File: src/rtl/rtc_ser_pkg.sv
package rtc_ser_pkg;
    localparam int N_PINS  = 5;
    localparam int PIN_CE  = 0;
    localparam int PIN_WR  = 1;
    localparam int PIN_SCK = 2;
    localparam int PIN_SDI = 3;
    localparam int PIN_LOW = 4;
    localparam int EDGE_CE  = 0;
    localparam int EDGE_SCK = 1;
endpackage

File: src/rtl/rtc_ser_sync.sv
module rtc_ser_sync #(
    parameter int N      = 5,
    parameter int STAGES = 2
) (
    input  logic         clk,
    input  logic         rst_n,
    input  logic [N-1:0] async_i,
    output logic [N-1:0] lvl_o
);
    logic [STAGES-1:0][N-1:0] stg_d, stg_q;

    generate
        if (STAGES == 1) begin : g_one
            always_comb stg_d = async_i;
        end else begin : g_many
            always_comb stg_d = {stg_q[STAGES-2:0], async_i};
        end
    endgenerate

    always_ff @(posedge clk or negedge rst_n) begin
        if (!rst_n) stg_q <= '0;
        else        stg_q <= stg_d;
    end

    assign lvl_o = stg_q[STAGES-1];
endmodule

File: src/rtl/rtc_ser_edge.sv
module rtc_ser_edge #(
    parameter int N = 2
) (
    input  logic         clk,
    input  logic         rst_n,
    input  logic [N-1:0] lvl_i,
    output logic [N-1:0] rise_o,
    output logic [N-1:0] fall_o
);
    logic [N-1:0] prev_d, prev_q;

    always_comb begin
        prev_d = lvl_i;
        rise_o = lvl_i & ~prev_q;
        fall_o = ~lvl_i & prev_q;
    end

    always_ff @(posedge clk or negedge rst_n) begin
        if (!rst_n) prev_q <= '0;
        else        prev_q <= prev_d;
    end
endmodule

File: src/rtl/rtc_ser_shift.sv
module rtc_ser_shift #(
    parameter int W    = 52,
    parameter int CW   = 6
) (
    input  logic          clk,
    input  logic          rst_n,
    input  logic          clr_i,
    input  logic          capture_i,
    input  logic          shift_i,
    input  logic          ser_i,
    input  logic [W-1:0]  par_i,
    output logic [W-1:0]  sh_o,
    output logic [CW-1:0] cnt_o
);
    typedef struct packed {
        logic [W-1:0]  sh;
        logic [CW-1:0] cnt;
    } shf_t;

    shf_t s_d, s_q;

    always_comb begin
        s_d = s_q;
        if (clr_i) begin
            s_d.cnt = '0;
        end else if (capture_i) begin
            s_d.sh  = par_i;
            s_d.cnt = CW'(1);
        end else if (shift_i) begin
            s_d.sh  = {ser_i, s_q.sh[W-1:1]};
            s_d.cnt = s_q.cnt + CW'(1);
        end
    end

    always_ff @(posedge clk or negedge rst_n) begin
        if (!rst_n) s_q <= '0;
        else        s_q <= s_d;
    end

    assign sh_o  = s_q.sh;
    assign cnt_o = s_q.cnt;
endmodule

File: src/rtl/rtc_serial_port.sv
module rtc_serial_port
    import rtc_ser_pkg::*;
#(
    parameter int FRAME_W     = 52,
    parameter int FLAG_POS    = 7,
    parameter int TEST_POS    = 43,
    parameter int CLEAR_MIN   = 48,
    parameter int SYNC_STAGES = 2
) (
    input  logic               clk,
    input  logic               rst_n,
    input  logic               ce_i,
    input  logic               wr_i,
    input  logic               sclk_i,
    input  logic               sdata_i,
    output logic               sdata_o,
    output logic               sdata_oe_o,
    input  logic               supply_low_i,
    input  logic [FRAME_W-1:0] time_i,
    output logic               load_o,
    output logic [FRAME_W-1:0] load_frame_o,
    output logic               hold_o,
    output logic               prescale_clr_o,
    output logic               fail_flag_o,
    output logic               test_bit_o
);
    localparam int CNT_W = $clog2(FRAME_W + 1);
    localparam logic [CNT_W-1:0] CNT_FULL  = CNT_W'(FRAME_W);
    localparam logic [CNT_W-1:0] CNT_LAST  = CNT_W'(FRAME_W - 1);
    localparam logic [CNT_W-1:0] CNT_CLEAR = CNT_W'(CLEAR_MIN);

    typedef struct packed {
        logic               hold;
        logic               prclr;
        logic               load;
        logic [FRAME_W-1:0] frame;
        logic               flag;
        logic               test;
        logic               oe;
        logic               wmode;
    } ctl_t;

    ctl_t c_d, c_q;

    logic [N_PINS-1:0] pins, lvl;
    logic [1:0]        edge_lvl, rise, fall;
    logic              ce_s, wr_s, sdi_s, low_s;
    logic              ce_rise, ce_fall, sck_rise, sck_fall;
    logic [FRAME_W-1:0] sh, snap;
    logic [CNT_W-1:0]   cnt;
    logic               read_edge, write_edge, cnt_zero, cnt_full;
    logic               capture, shift_en, shift_in;

    always_comb begin
        pins          = '0;
        pins[PIN_CE]  = ce_i;
        pins[PIN_WR]  = wr_i;
        pins[PIN_SCK] = sclk_i;
        pins[PIN_SDI] = sdata_i;
        pins[PIN_LOW] = supply_low_i;
    end

    rtc_ser_sync #(.N(N_PINS), .STAGES(SYNC_STAGES)) u_sync (
        .clk    (clk),
        .rst_n  (rst_n),
        .async_i(pins),
        .lvl_o  (lvl)
    );

    always_comb begin
        edge_lvl           = '0;
        edge_lvl[EDGE_CE]  = lvl[PIN_CE];
        edge_lvl[EDGE_SCK] = lvl[PIN_SCK];
    end

    rtc_ser_edge #(.N(2)) u_edge (
        .clk   (clk),
        .rst_n (rst_n),
        .lvl_i (edge_lvl),
        .rise_o(rise),
        .fall_o(fall)
    );

    assign ce_s     = lvl[PIN_CE];
    assign wr_s     = lvl[PIN_WR];
    assign sdi_s    = lvl[PIN_SDI];
    assign low_s    = lvl[PIN_LOW];
    assign ce_rise  = rise[EDGE_CE];
    assign ce_fall  = fall[EDGE_CE];
    assign sck_rise = rise[EDGE_SCK];
    assign sck_fall = fall[EDGE_SCK];

    // Transfer control: mode qualified shift clock edges and bit count state
    always_comb begin
        read_edge  = ce_s & ~wr_s & sck_rise;
        write_edge = ce_s &  wr_s & sck_rise;
        cnt_zero   = (cnt == '0);
        cnt_full   = (cnt == CNT_FULL);
        capture    = read_edge & cnt_zero;
        shift_en   = (read_edge & ~cnt_zero & ~cnt_full) | (write_edge & ~cnt_full);
        shift_in   = sdi_s & wr_s;
        snap           = time_i;
        snap[FLAG_POS] = c_q.flag;
        snap[TEST_POS] = c_q.test;
    end

    rtc_ser_shift #(.W(FRAME_W), .CW(CNT_W)) u_shift (
        .clk      (clk),
        .rst_n    (rst_n),
        .clr_i    (~ce_s),
        .capture_i(capture),
        .shift_i  (shift_en),
        .ser_i    (shift_in),
        .par_i    (snap),
        .sh_o     (sh),
        .cnt_o    (cnt)
    );

    always_comb begin
        c_d      = c_q;
        c_d.load = 1'b0;
        c_d.oe   = ce_s & ~wr_s;
        if (ce_s) c_d.wmode = wr_s;

        if (ce_rise)                        c_d.hold = 1'b0;
        else if (ce_s & wr_s & sck_fall)    c_d.hold = 1'b1;

        c_d.prclr = ce_s & wr_s & (cnt == CNT_W'(1));

        if (write_edge && cnt == CNT_LAST) begin
            c_d.load  = 1'b1;
            c_d.frame = {sdi_s, sh[FRAME_W-1:1]};
        end

        if (low_s)
            c_d.flag = 1'b1;
        else if (ce_fall && !c_q.wmode && cnt >= CNT_CLEAR)
            c_d.flag = 1'b0;

        if (!ce_s)        c_d.test = 1'b0;
        else if (c_d.load) c_d.test = c_d.frame[TEST_POS];
    end

    always_ff @(posedge clk or negedge rst_n) begin
        if (!rst_n) c_q <= '0;
        else        c_q <= c_d;
    end

    assign sdata_o        = sh[0];
    assign sdata_oe_o     = c_q.oe;
    assign load_o         = c_q.load;
    assign load_frame_o   = c_q.frame;
    assign hold_o         = c_q.hold;
    assign prescale_clr_o = c_q.prclr;
    assign fail_flag_o    = c_q.flag;
    assign test_bit_o     = c_q.test;
endmodule

File: config.mk
export PLATFORM = sky130hd
export DESIGN_NAME = rtc_serial_port
export DESIGN_NICKNAME = d
export VERILOG_FILES = /design/src/rtl/rtc_ser_pkg.sv /design/src/rtl/rtc_ser_sync.sv /design/src/rtl/rtc_ser_edge.sv /design/src/rtl/rtc_ser_shift.sv /design/src/rtl/rtc_serial_port.sv
export SDC_FILE = /design/constraint.sdc
export NUM_CORES = 1
export LEC_CHECK = 0
export CAP_MARGIN = 30
export CORE_MARGIN = 2
export CORE_UTILIZATION = 60
export DETAILED_ROUTE_END_ITERATION = 12
export DONT_BUFFER_PORTS = 1
export GPL_TIMING_DRIVEN = 1
export PLACE_DENSITY = 0.82
export SYNTH_ARGS = -nofsm -noshare
export SYNTH_HDL_FRONTEND = slang
export SYNTH_SLANG_ARGS = --single-unit
export TNS_END_PERCENT = 20
File: constraint.sdc
create_clock -name clk -period 2.85 [get_ports clk]
set_input_delay 0.855 -clock clk [delete_from_list [all_inputs] [get_ports clk]]
set_output_delay 0.855 -clock clk [all_outputs]
set_load 0.1 [all_outputs]
Word level (Yosys, flattened, before mapping)

Index checks and enable logic that the tools add are counted.

Bits in registers: 129

$add $sub $neg: 1
Order comparisons: 1
Eq/ne operators: 5
Mux-type cells: 10
Bitwise gates (word level): 19
Reduce and logical (&&, ||, !) cells: 9

Operators by type and width:

| kind                | count |
|---|---|
| $mux 58             | 2 |
| $mux 53             | 1 |
| $eq 6x6->1 const B  | 2 |
| $and 1x1->1         | 11 |
| $add 6x1->6 const B | 1 |
| $eq 6x1->1 const B  | 1 |
| $ge 6x6->1 const B  | 1 |
| $logic_not 6->1     | 1 |
| $mux 1              | 6 |
| $mux 6              | 1 |
| $reduce_bool 2->1   | 3 |
| $and 2x2->2         | 2 |
| $not 2->2           | 2 |
| $logic_and 1x1->1   | 3 |
| $ne 3x3->1 const B  | 1 |
| $not 1->1           | 3 |
| $ne 2x2->1 const B  | 1 |
| $reduce_and 2->1    | 1 |
| $logic_not 1->1     | 1 |
| $or 1x1->1          | 1 |

Depth between registers and ports, before layout

Gate-level depths: netlist (run 1).

Depth in word-level cells: 9
Mapped depth: 8

Cells and area by module

A second synthesis (run 1) with hierarchy kept.

Cells, all modules: 461
Area, all modules: 5967.0 um^2

Modules (own cells, without submodules):

| module          | times used | cells an instance | area each (um^2) |
|---|---|---|---|
| rtc_serial_port | 1          | 192               | 2896.5 |
| rtc_ser_shift   | 1          | 253               | 2735.1 |
| rtc_ser_sync    | 1          | 10                | 250.2 |
| rtc_ser_edge    | 1          | 6                 | 85.1 |

Least setup slack after synthesis (run 1)

Ideal clock, no wire load.

Path kind: reg-to-reg
Start: register u_shift.s_q (netlist bit u_shift.cnt_o[0])
End: register u_shift.s_q (netlist bit u_shift.sh_o[7])
Setup time: 0.126 ns
Arrival time: 1.803 ns
Required time: 2.724 ns
Setup slack: 0.921 ns
Cell stages (with the launch flop): 9
Cells stage by stage: dfrtp_1 > inv_1 > ha_1 > or4b_1 > nor3_2 > buf_6 > buf_12 > mux2i_1 > o21ai_2

Longest elaborated chain between the ends: 7

Ends and longest elaborated chain:

| item                               | RTL line               | source |
|---|---|---|
| start: declaration                 | rtc_ser_shift.sv:20    | `shf_t s_d, s_q;` |
| start signal: assignment           | rtc_ser_shift.sv:36    | `if (!rst_n) s_q <= '0;` |
| start signal: assignment           | rtc_ser_shift.sv:37    | `else s_q <= s_d;` |
| $logic_not 6->1                    | rtc_serial_port.sv:97  | `cnt_zero = (cnt == '0);` |
| $not 1->1                          | rtc_serial_port.sv:100 | `shift_en = (read_edge & ~cnt_zero & ~cnt_full) \| (write_edge & ~cnt_full);` |
| $and 1x1->1 (2 in a row)           | rtc_serial_port.sv:100 |  |
| $or 1x1->1                         | rtc_serial_port.sv:100 |  |
| $reduce_bool 2->1 (no source line) | -                      |  |
| $reduce_and 2->1 (no source line)  | -                      |  |

Parallel ways exist; a longest one is shown, timed or not.
A chain may end at the register's enable or synchronous reset.

Worst setup path in the final report (run 1)

Start: register u_shift.s_q (netlist bit u_shift.cnt_o[0])
End: register u_shift.s_q (netlist bit u_shift.sh_o[36])

The elaborated chain is that of the path after synthesis.

==> out/results.ini, run 1 <==
[setup_path]
crit_path_top_delay_cell = or4b_1
crit_path_start_kind = flip-flop
crit_type = flip-flop to flip-flop
worstPathCellList = inv_1 > ha_1 > or4b_1 > nor3_4 > buf_12 > mux2i_1 > o21ai_2
end_kind = flip-flop
cp_data_arrival_time_ns = 2.71
crit_path_max_fanout = 41
required_ns = 3.22
cpPeakStageDelay_ns = 0.49

[synth]
syn_area_sq_um = 5920
synth_edf_count = 0
synth_cells = 570
ys.flop_type = dfrtp_1
synth_area_leaders = dfrtp_1 (54%), nand2_1 (13%), mux2i_1 (9.0%), o21ai_2 (7.1%), buf_4 (6.7%)
synth_cell_types = 34
synth_warnings = 0
async_flop_share_pct = 100
syn_area_per_cell_sq_um = 10.4
ys_seq_area_share_pct = 54.5
synthMostInstantiatedCell = nand2_1
synth_top_area_share_pct = 54.5
syn_nets = 632
ys_seq_elements = 129
synth_area_leader_cell = dfrtp_1
synthTopCellsByCount = nand2_1 (212), dfrtp_1 (129), buf_4 (53), mux2i_1 (53), o21ai_2 (48)

[die]
fp.dieW_um = 103
die_h_um = 103
start_util_pct = 61.2
core_area_sq_um = 9680
io_pins = 118
row_count = 36
dieArea_sq_um = 10700

[clocking]
cts_tree = done
ctsHoldBuffers = 0
cts_buffers = 17
post_cts_buffers = 0
htree_num_levels = 4
cts.repair.resized = 0
clockBufferDepth = 2
worstSkewPairLatency_ns = 0.51
root_buffer = clkbuf_8
clk_pin_slew_ns = 0.06
cts_sinks = 129

[timing]
rsz0062_at_grt = false
finalHoldViolCount = 0
min_period_ns = 2.34
skew_ns = 0.00491
maxSlewHeadroom_pct = 38.4
period_share_pct = 81.9
holdWs_ns = 0.0396
setup_viol = 0
slew_viol_final = 0
worst_slew_pin_slew_ns = 0.924
max_freq_mhz = 428
final.setup.tns_ns = 0

[global_routing]
top_usage_layer = met2
grtUsageTotal_pct = 21.6
antenna_found_initial = 0
grt_pass1_vias = 3602
grt.overflow.total = 0
globalRouteMet1Util_pct = 26.9
use_met2_pct = 34.1
gr-usage-met3_pct = 7.33
grt_pass1_wl_um = 17500
grt_start_max_net_pins = 130

[route]
first_pass_iters = 6
drt_iter0_drc = 109
detail_route.wl_per_cell_um = 15.8
detail-route-antenna-nets = 0
vias = 3612
vias_per_cell = 5.27
finalWirelength_um = 10800
drcViolationCount = 0

[job]
cap_violations = 0

[pwr]
total_power_mw = 4.87
irDropWorstVdd_mv = 0.400
p_switching_mw = 1.21
power.leakage_nw = 3.25
pwr-share-comb_pct = 9.0
p_clk_share_pct = 45.8
p_int_mw = 3.65
seq_power_share_pct = 45.3
power_density_nw_per_um2 = 760
swShare_pct = 24.9

[placed_design]
dp_cells = 654
io_buffers = 0
dp_hpwl_um = 7030
gp_routability_congestion = 0.793

[hold_path]
hold_class = primary input to asynchronous set/reset pin

[final_layout]
fin_cells = 686
diodes = 0
drive_above_1_share_pct = 21.3
nets = 602
area_growth_pct = 8.11

[status]
status = complete, no violations

[cells in the final DEF, fill, tap and decap left out, types with 2 or more instances in the layout]
cell type,count
o21ai_2,48
buf_12,3
buf_4,30
o31a_1,2
clkinvlp_4,4
dfrtp_1,129
ha_1,3
mux2i_1,53
nor2b_1,3
clkbuf_16,16
and2_1,3
clkinv_2,4
nand3b_1,2
inv_1,4
clkbuf_8,2
o21ai_1,4
bufinv_16,4
xnor2_1,2
nand2_1,212
nor3_1,3
nand4_1,3
nand2b_1,2
[kinds of logic after synthesis]
group / share of synthesized area, %
AOI/OAI and AO/OA: 8.81
xor gates and xnor gates: 0.296
adders and majority gates: 0.634
buffers and inverters: 10.5
DFF: 54.5
muxes: 9.15
and+or+nand+nor: 16.1
[stage by stage]
step / setup slack [ns] / utilization, % / instance area, sq um
final: 0.515 / 66.1 / 6400
after global routing: 0.436 / 66.1 / 6400
after CTS: 0.512 / 66.1 / 6400
after detailed placement: 0.563 / 59.8 / 5790
after global placement: 0.633 / 59.8 / 5790
after floorplan: 0.921 / - / 5920
[state kept, by name, summed over array words and instances, names as in the netlist, 2 cells and up]
| name | cells |
|---|---|
| u_shift.cnt_o | 6 |
| u_shift.sh_o | 52 |
| u_sync.stg_d | 5 |
| load_frame_o | 52 |
| u_edge.prev_q | 2 |
| u_sync.lvl_o | 5 |
[worst max-delay path, delay by kind of cell, from the launching register on]
family | cells | cell delay (ns)
compound gates | 1 | 0.08
mux | 1 | 0.31
flops | 1 | 0.44
buf+inv | 2 | 0.39
fa+ha+maj | 1 | 0.17
simple gates | 2 | 0.74
[layer usage]
metal  wire length, um  up-vias  part of all wire (%)
met5                 0        -                     0
met4               163        0                   1.5
met3               767       19                   7.1
met2              5330      100                    49
met1              4570     1726                    42
li1                  -     1767                     -
[path summary, 6_finish.rpt]
kind	from	cells after the start	to	slack, ns
max in group asynchronous	rst_n	0	load_o	2.63
setup / recovery	u_shift.cnt_o[0]	7	u_shift.sh_o[36]	0.51
min in group clk	u_sync.stg_d[9]	0	u_sync.lvl_o[4]	0.35
setup reg to reg	u_shift.cnt_o[0]	7	u_shift.sh_o[36]	0.51
hold / removal	rst_n	0	load_frame_o[46]	0.04
hold reg to reg	u_sync.stg_d[9]	0	u_sync.lvl_o[4]	0.35
[final cells by class]
cell class	instances	area [sq um]
clock inverter	14	188
tap	133	166
multi-input combinational	355	2090
clock buffer	18	428
timing repair buffer	33	285
inverter	4	15.0
sequential	129	3230
fill	773	3280
[power by group through the flow]
stage	clock (mW)	combinational (mW)	sequential [mW]
2_1_floorplan	0	0.402	2.19
3_3_place_gp	0	0.419	2.22
3_5_place_dp	0	0.440	2.23
4_1_cts	2.27	0.445	2.20
5_1_grt	2.36	0.494	2.23
6_report	2.23	0.437	2.20
No activity file was read; power rests on OpenSTA's default activity.
==> run 2, diff against run 1 <==
--- a/config.mk
+++ b/config.mk
@@ -5,6 +5,7 @@
 export SDC_FILE = /design/constraint.sdc
 export NUM_CORES = 1
 export LEC_CHECK = 0
+export ABC_AREA = 1
 export CAP_MARGIN = 30
 export CORE_MARGIN = 2
 export CORE_UTILIZATION = 60
==> constraint.sdc (replaced) <==
create_clock -name clk -period 2.34 [get_ports clk]
set_input_delay 0.702 -clock clk [delete_from_list [all_inputs] [get_ports clk]]
set_output_delay 0.702 -clock clk [all_outputs]
set_load 0.1 [all_outputs]
==> out/results.ini, run 2 <==
[global_routing]
grt_pass1_vias = 4759  ; +32%
grt_pass1_wl_um = 22100  ; +27%
grt_start_max_net_pins = 130  ; unchanged
grtUsageTotal_pct = 25.0  ; +3.4 points
antenna_found_initial = 0  ; unchanged
grt.overflow.total = 0  ; unchanged

[synth]
syn_nets = 829  ; +31%
synth_area_leaders = dfrtp_1 (52%), nand2_1 (23%), nand3_1 (8.8%), buf_4 (7.1%), buf_2 (1.5%)
ys_seq_elements = 129  ; unchanged
synth_area_leader_cell = dfrtp_1
synthMostInstantiatedCell = nand2_1
synth_top_area_share_pct = 52.3  ; -2.2 points
ys.flop_type = dfrtp_1
async_flop_share_pct = 100  ; unchanged
synthTopCellsByCount = nand2_1 (385), dfrtp_1 (129), nand3_1 (108)
synth_edf_count = 0  ; unchanged
ys_seq_area_share_pct = 52.3  ; -2.2 points
synth_warnings = 0  ; unchanged
syn_area_sq_um = 6170  ; +4.2%
syn_area_per_cell_sq_um = 8.05  ; -23%
synth_cell_types = 24  ; -29%
synth_cells = 767  ; +35%

[route]
detail-route-antenna-nets = 0  ; unchanged
drcViolationCount = 0  ; unchanged
vias = 4875  ; +35%
finalWirelength_um = 13100  ; +21%
first_pass_iters = 7  ; +1
detail_route.wl_per_cell_um = 14.5  ; -8.3%
drt_iter0_drc = 394  ; +260%
vias_per_cell = 5.37  ; +2.0%

[pwr]
swShare_pct = 26.8  ; +1.9 points
seq_power_share_pct = 43.8  ; -1.5 points
p_clk_share_pct = 42.7  ; -3.1 points
total_power_mw = 6.60  ; +36%
power_density_nw_per_um2 = 957  ; +26%
pwr-share-comb_pct = 13.5  ; +4.5 points
p_switching_mw = 1.77  ; +46%
irDropWorstVdd_mv = 0.521  ; +30%
power.leakage_nw = 3.89  ; +20%
p_int_mw = 4.83  ; +32%

[final_layout]
n_fill_cell = 800  ; +3.5%
diodes = 0  ; unchanged
layout_common_cells = nand2_1 (385), dfrtp_1 (129), nand3_1 (108)
nets = 821  ; +36%
area_growth_pct = 11.7
final_common_cell = nand2_1
drive_above_1_share_pct = 15.0  ; -6.3 points

[status]
violations = negative hold slack
status = finished, violations left

[timing]
setup_viol = 0  ; unchanged
max_freq_mhz = 490  ; +14%
finalHoldViolCount = 129  ; +129
period_share_pct = 87.2  ; +5.2 points
rsz0062_at_grt = false
min_period_ns = 2.04  ; -0.296 ns
final.setup.tns_ns = 0  ; unchanged
slew_viol_final = 0  ; unchanged
skew_ns = 0.0100  ; +0.00509 ns
maxSlewHeadroom_pct = 50.4  ; +12 points
holdWs_ns = -0.112  ; -0.152 ns
worst_slew_pin_slew_ns = 0.745  ; -0.179 ns

[clocking]
cts_buffers = 17  ; unchanged
post_cts_buffers = 0  ; unchanged
clockBufferDepth = 2  ; unchanged
cts_sinks = 129  ; unchanged
worstSkewPairLatency_ns = 0.51  ; about the same
htree_num_levels = 4  ; unchanged
cts.repair.resized = 0  ; unchanged
clk_pin_slew_ns = 0.06  ; about the same
cts_tree = done
root_buffer = clkbuf_8

[setup_path]
cpPeakStageDelay_ns = 0.57  ; +0.08 ns
worstPathCellList = inv_1 > ha_1 > nand3_2 > inv_2 > nand2_4 > buf_4 > nand2_1 > nand2_1 > nand2_1 > nand2_1
reg2reg_depth = 10  ; +3
crit_path_start_kind = flip-flop
crit_path_max_fanout = 79  ; +93%
r2r_slack_ns = 0.30  ; -0.21 ns
cp_data_arrival_time_ns = 2.48  ; -0.23 ns
crit_type = flip-flop to flip-flop
required_ns = 2.78  ; -0.44 ns
crit_path_frequent_cell = nand2_1
crit_path_top_delay_cell = buf_4
end_kind = flip-flop

[die]
core_area_sq_um = 10100  ; +4.7%
start_util_pct = 60.9  ; -0.28 points
io_pins = 118  ; unchanged
dieArea_sq_um = 11100  ; +4.0%
die_h_um = 105  ; +2.0%
row_count = 37  ; +2.8%
fp.dieW_um = 105  ; +2.0%

[hold_path]
hold_class = primary input to asynchronous set/reset pin

[job]
cap_violations = 0  ; unchanged

[placed_design]
gp_routability_congestion = 0.807  ; +1.8%
io_buffers = 0  ; unchanged
dp_hpwl_um = 8350  ; +19%

run 2: cell count changes after synthesis, sizes merged, moves of 3 or more:
cell   before  now
nand4       3   11
o21ai      52    1
nor2        0    5
nand2     212  389
and2        3    0
buf        65   82
mux2i      53    0
nor3        5    1
inv         4   14
nand3       0  109
nor2b       3    0
run 2: power groups by stage:
stage,registers (mW),logic (mW),clock network (mW)
2_1_floorplan,2.90,0.688,0
3_3_place_gp,2.89,0.835,0
3_5_place_dp,2.91,0.884,0
4_1_cts,2.88,0.897,2.86
5_1_grt,2.93,1.03,2.98
6_report,2.89,0.893,2.82
run 2: final timing paths:
check | start | endpoint
hold / removal | rst_n | load_frame_o[4]
setup reg to reg | u_shift.cnt_o[0] | u_shift.sh_o[31]
min in group clk | sclk_i | u_sync.stg_d[7]
hold reg to reg | u_sync.stg_d[8] | u_sync.lvl_o[3]
setup / recovery | u_shift.cnt_o[0] | u_shift.sh_o[31]
max in group asynchronous | rst_n | load_frame_o[46]
run 2: worst max-delay path: cells and delay by family (launching register included):
family	cells	cell delay, ns
buffers and inverters	3	0.70
AND/OR/NAND/NOR	6	0.53
adder cells (fa/ha/maj)	1	0.24
flip-flops	1	0.47
run 2: cells by family (layout without fill, tap and decap cells):
family,after synthesis,after routing,share of synthesized area [%]
compound gates,4,4,0.466
xor+xnor,2,2,0.284
fa+ha+maj,3,3,0.608
buf+inv,113,118,11.4
flops,129,129,52.3
simple gates,516,516,34.9
run 2: layout make-up:
type / instances / area [sq um] / area share, %
Sequential cell: 129 / 3230 / 46.8
Clock buffer: 24 / 500 / 7.26
Timing Repair Buffer: 71 / 546 / 7.91
Multi-Input combinational cell: 525 / 2250 / 32.6
Inverter: 15 / 56.3 / 0.817
Clock inverter: 8 / 148 / 2.14
Tap cell: 136 / 170 / 2.47
run 2: metal layers:
| metal | track usage, % | up-vias | routed length [um] |
|---|---|---|---|
| li1 | - | 2345 | - |
| met1 | 32.0 | 2310 | 5470 |
| met2 | 40.1 | 201 | 6520 |
| met3 | 7.17 | 19 | 953 |
| met4 | 10.2 | 0 | 189 |
| met5 | 0 | - | 0 |
run 2: through the flow:
stage | instance area (sq um) | setup WS (ns) | util [%] | hold slack (ns) | instances
2_1_floorplan | 6170 | 0.725 | - | 0.331 | 767
3_5_place_dp | 6250 | 0.385 | 61.6 | 0.336 | 876
4_1_cts | 6890 | 0.340 | 68.0 | -0.138 | 908
3_3_place_gp | 6250 | 0.484 | 61.6 | 0.335 | 876
5_1_grt | 6890 | 0.129 | 68.0 | -0.149 | 908
6_report | 6890 | 0.300 | 68.0 | -0.112 | 908
==> run 3, diff against run 2 <==
--- a/config.mk
+++ b/config.mk
@@ -5,7 +5,6 @@
 export SDC_FILE = /design/constraint.sdc
 export NUM_CORES = 1
 export LEC_CHECK = 0
-export ABC_AREA = 1
 export CAP_MARGIN = 30
 export CORE_MARGIN = 2
 export CORE_UTILIZATION = 60
==> out/results.ini, run 3 (synthesized netlist as in run 1, its figures left out) <==
[pwr]
pwr-share-comb_pct = 10.3  ; -3.2 points
seq_power_share_pct = 45.6  ; +1.8 points
p_int_mw = 4.33  ; -10%
power_density_nw_per_um2 = 869  ; -9.2%
p_clk_share_pct = 44.1  ; +1.4 points
p_switching_mw = 1.43  ; -19%
irDropWorstVdd_mv = 0.545  ; +4.6%
swShare_pct = 24.9  ; -1.9 points
power.leakage_nw = 3.41  ; -12%

[route]
routed.top_layer = met4
vias_per_cell = 5.22  ; -2.8%
drt_iter0_drc = 122  ; -69%
detail_route.wl_per_cell_um = 15.3  ; +6.0%
met3WireLength_um = 741  ; -22%
finalWirelength_um = 11000  ; -16%
detail-route-antenna-nets = 0  ; unchanged
wl_met2_um = 5470  ; -16%
first_pass_iters = 4  ; -3
wl_met1_um = 4710  ; -14%
vias = 3756  ; -23%
drcViolationCount = 0  ; unchanged

[setup_path]
cp_data_arrival_time_ns = 2.60  ; +0.12 ns
reg2reg_depth = 7  ; -3
required_ns = 2.71  ; -0.07 ns
r2r_slack_ns = 0.12  ; -0.18 ns
crit_path_start_kind = flip-flop
end_kind = flip-flop
regToRegStartpoint = u_shift.cnt_o[0]
crit_type = flip-flop to flip-flop
crit_end = u_shift.sh_o[30]
crit_path_max_fanout = 41  ; -48%
crit_path_start = u_shift.cnt_o[0]
timing.rr.end = u_shift.sh_o[30]

[clocking]
cts_buffers = 17  ; unchanged
cts_sinks = 129  ; unchanged
clockBufferDepth = 2  ; unchanged
worstSkewPairLatency_ns = 0.51  ; about the same
cts_tree = done
clk_pin_slew_ns = 0.06  ; about the same
root_buffer = clkbuf_8
htree_num_levels = 4  ; unchanged

[final_layout]
drive_above_1_share_pct = 25.6  ; +11 points
final_common_cell = nand2_1
layout_common_cells = nand2_1 (212), dfrtp_1 (129), buf_4 (64)
diodes = 0  ; unchanged
n_fill_cell = 727  ; -9.1%
post-route-util_pct = 68.4  ; +0.41 points
area_growth_pct = 11.9
nets = 636  ; -23%

[timing]
worst_slew_pin_slew_ns = 0.567  ; -0.178 ns
rsz0062_at_grt = false
final.setup.tns_ns = 0  ; unchanged
period_share_pct = 95.0  ; +7.9 points
max_freq_mhz = 450  ; -8.3%
holdWs_ns = -0.113  ; -0.000963 ns
slew_viol_final = 0  ; unchanged
setup_viol = 0  ; unchanged
maxSlewHeadroom_pct = 62.2  ; +12 points
min_period_ns = 2.22  ; +0.184 ns
finalHoldViolCount = 129  ; unchanged
skew_ns = 0.00576  ; -0.00424 ns

[status]
status = finished, violations left
violations = negative hold slack

[global_routing]
grt_pass1_vias = 3715  ; -22%
grt_pass1_wl_um = 18000  ; -18%
antenna_found_initial = 0  ; unchanged
grtUsageTotal_pct = 22.3  ; -2.7 points
grt.overflow.total = 0  ; unchanged
grt_start_max_net_pins = 130  ; unchanged

[job]
cap_violations = 0  ; unchanged

[die]
die_h_um = 103  ; -2.0%
row_count = 36  ; -2.7%
dieArea_sq_um = 10700  ; -3.9%
io_pins = 118  ; unchanged
fp.dieW_um = 103  ; -2.0%
core_area_sq_um = 9680  ; -4.5%
start_util_pct = 61.2  ; +0.28 points

[placed_design]
dp_hpwl_um = 7110  ; -15%
gp_routability_congestion = 0.835  ; +3.5%
io_buffers = 0  ; unchanged

[hold_path]
hold_class = primary input to asynchronous set/reset pin

-- run 3: cell types whose count changed in the layout (fill, tap and decap cells not counted), sizes merged, moves of 3 or more --
cell   previous run  this run
nand2           389       212
nand3           109         0
mux2i             0        53
o21ai             1        52
inv              14         4
nand4            11         3
nor2              5         0
buf              71        67
nor3              1         5
and2              0         3
nor2b             0         3
-- run 3: worst min path at each step --
stage | endpoint | cells past startpoint | from
4_1_cts | load_frame_o[47] | 0 | rst_n
3_3_place_gp | u_sync.lvl_o[2] | 0 | u_sync.stg_d[7]
6_report | load_frame_o[48] | 0 | rst_n
3_5_place_dp | u_sync.lvl_o[1] | 0 | u_sync.stg_d[6]
5_1_grt | load_frame_o[41] | 0 | rst_n
2_1_floorplan | u_sync.lvl_o[0] | 0 | u_sync.stg_d[5]
-- run 3: what timing repair did --
item | in CTS | in global routing
gates resized for setup | 0 | 0
buffers inserted | 0 | 0
hold endpoints to repair | 129 | 129
-- run 3: critical path, stage by stage (launching register included) --
cell and delay [ns]:
dfrtp_1 0.44, inv_1 0.09, ha_1 0.17, or4b_1 0.49
nor3_4 0.19, buf_12 0.31, mux2i_1 0.30, o21ai_2 0.07
-- run 3: metal layers --
metal | GRT usage [%] | vias to the layer above
li1 | - | 1838
met1 | 27.8 | 1813
met2 | 35.7 | 91
met3 | 9.14 | 14
met4 | 6.58 | 0
met5 | 0 | -
-- run 3: area by class of cell --
| class | count | area (sq um) | share of cell area [%] |
|---|---|---|---|
| Inverter | 4 | 15.0 | 0.227 |
| Tap cell | 133 | 166 | 2.51 |
| Timing Repair Buffer | 67 | 541 | 8.16 |
| Clock inverter | 9 | 105 | 1.59 |
| Clock buffer | 23 | 477 | 7.20 |
| Multi-Input combinational cell | 355 | 2090 | 31.6 |
| Sequential cell | 129 | 3230 | 48.7 |
-- run 3: through the flow --
stage                     total power [mW]  worst slack, ns  area, sq um  instances
after detailed placement              3.26            0.139         6040        688
after global routing                  6.04          0.00748         6630        720
final                                 5.76            0.116         6630        720
after global placement                3.22            0.208         6040        688
after floorplan                       3.16            0.411         5920        570
after CTS                             5.82            0.111         6630        720
-- run 3: power groups by stage --
stage | clock (mW) | combinational [mW] | sequential, mW
after floorplan | 0 | 0.490 | 2.67
after global placement | 0 | 0.568 | 2.65
after CTS | 2.59 | 0.604 | 2.63
after detailed placement | 0 | 0.596 | 2.67
final | 2.54 | 0.593 | 2.63
after global routing | 2.72 | 0.663 | 2.66
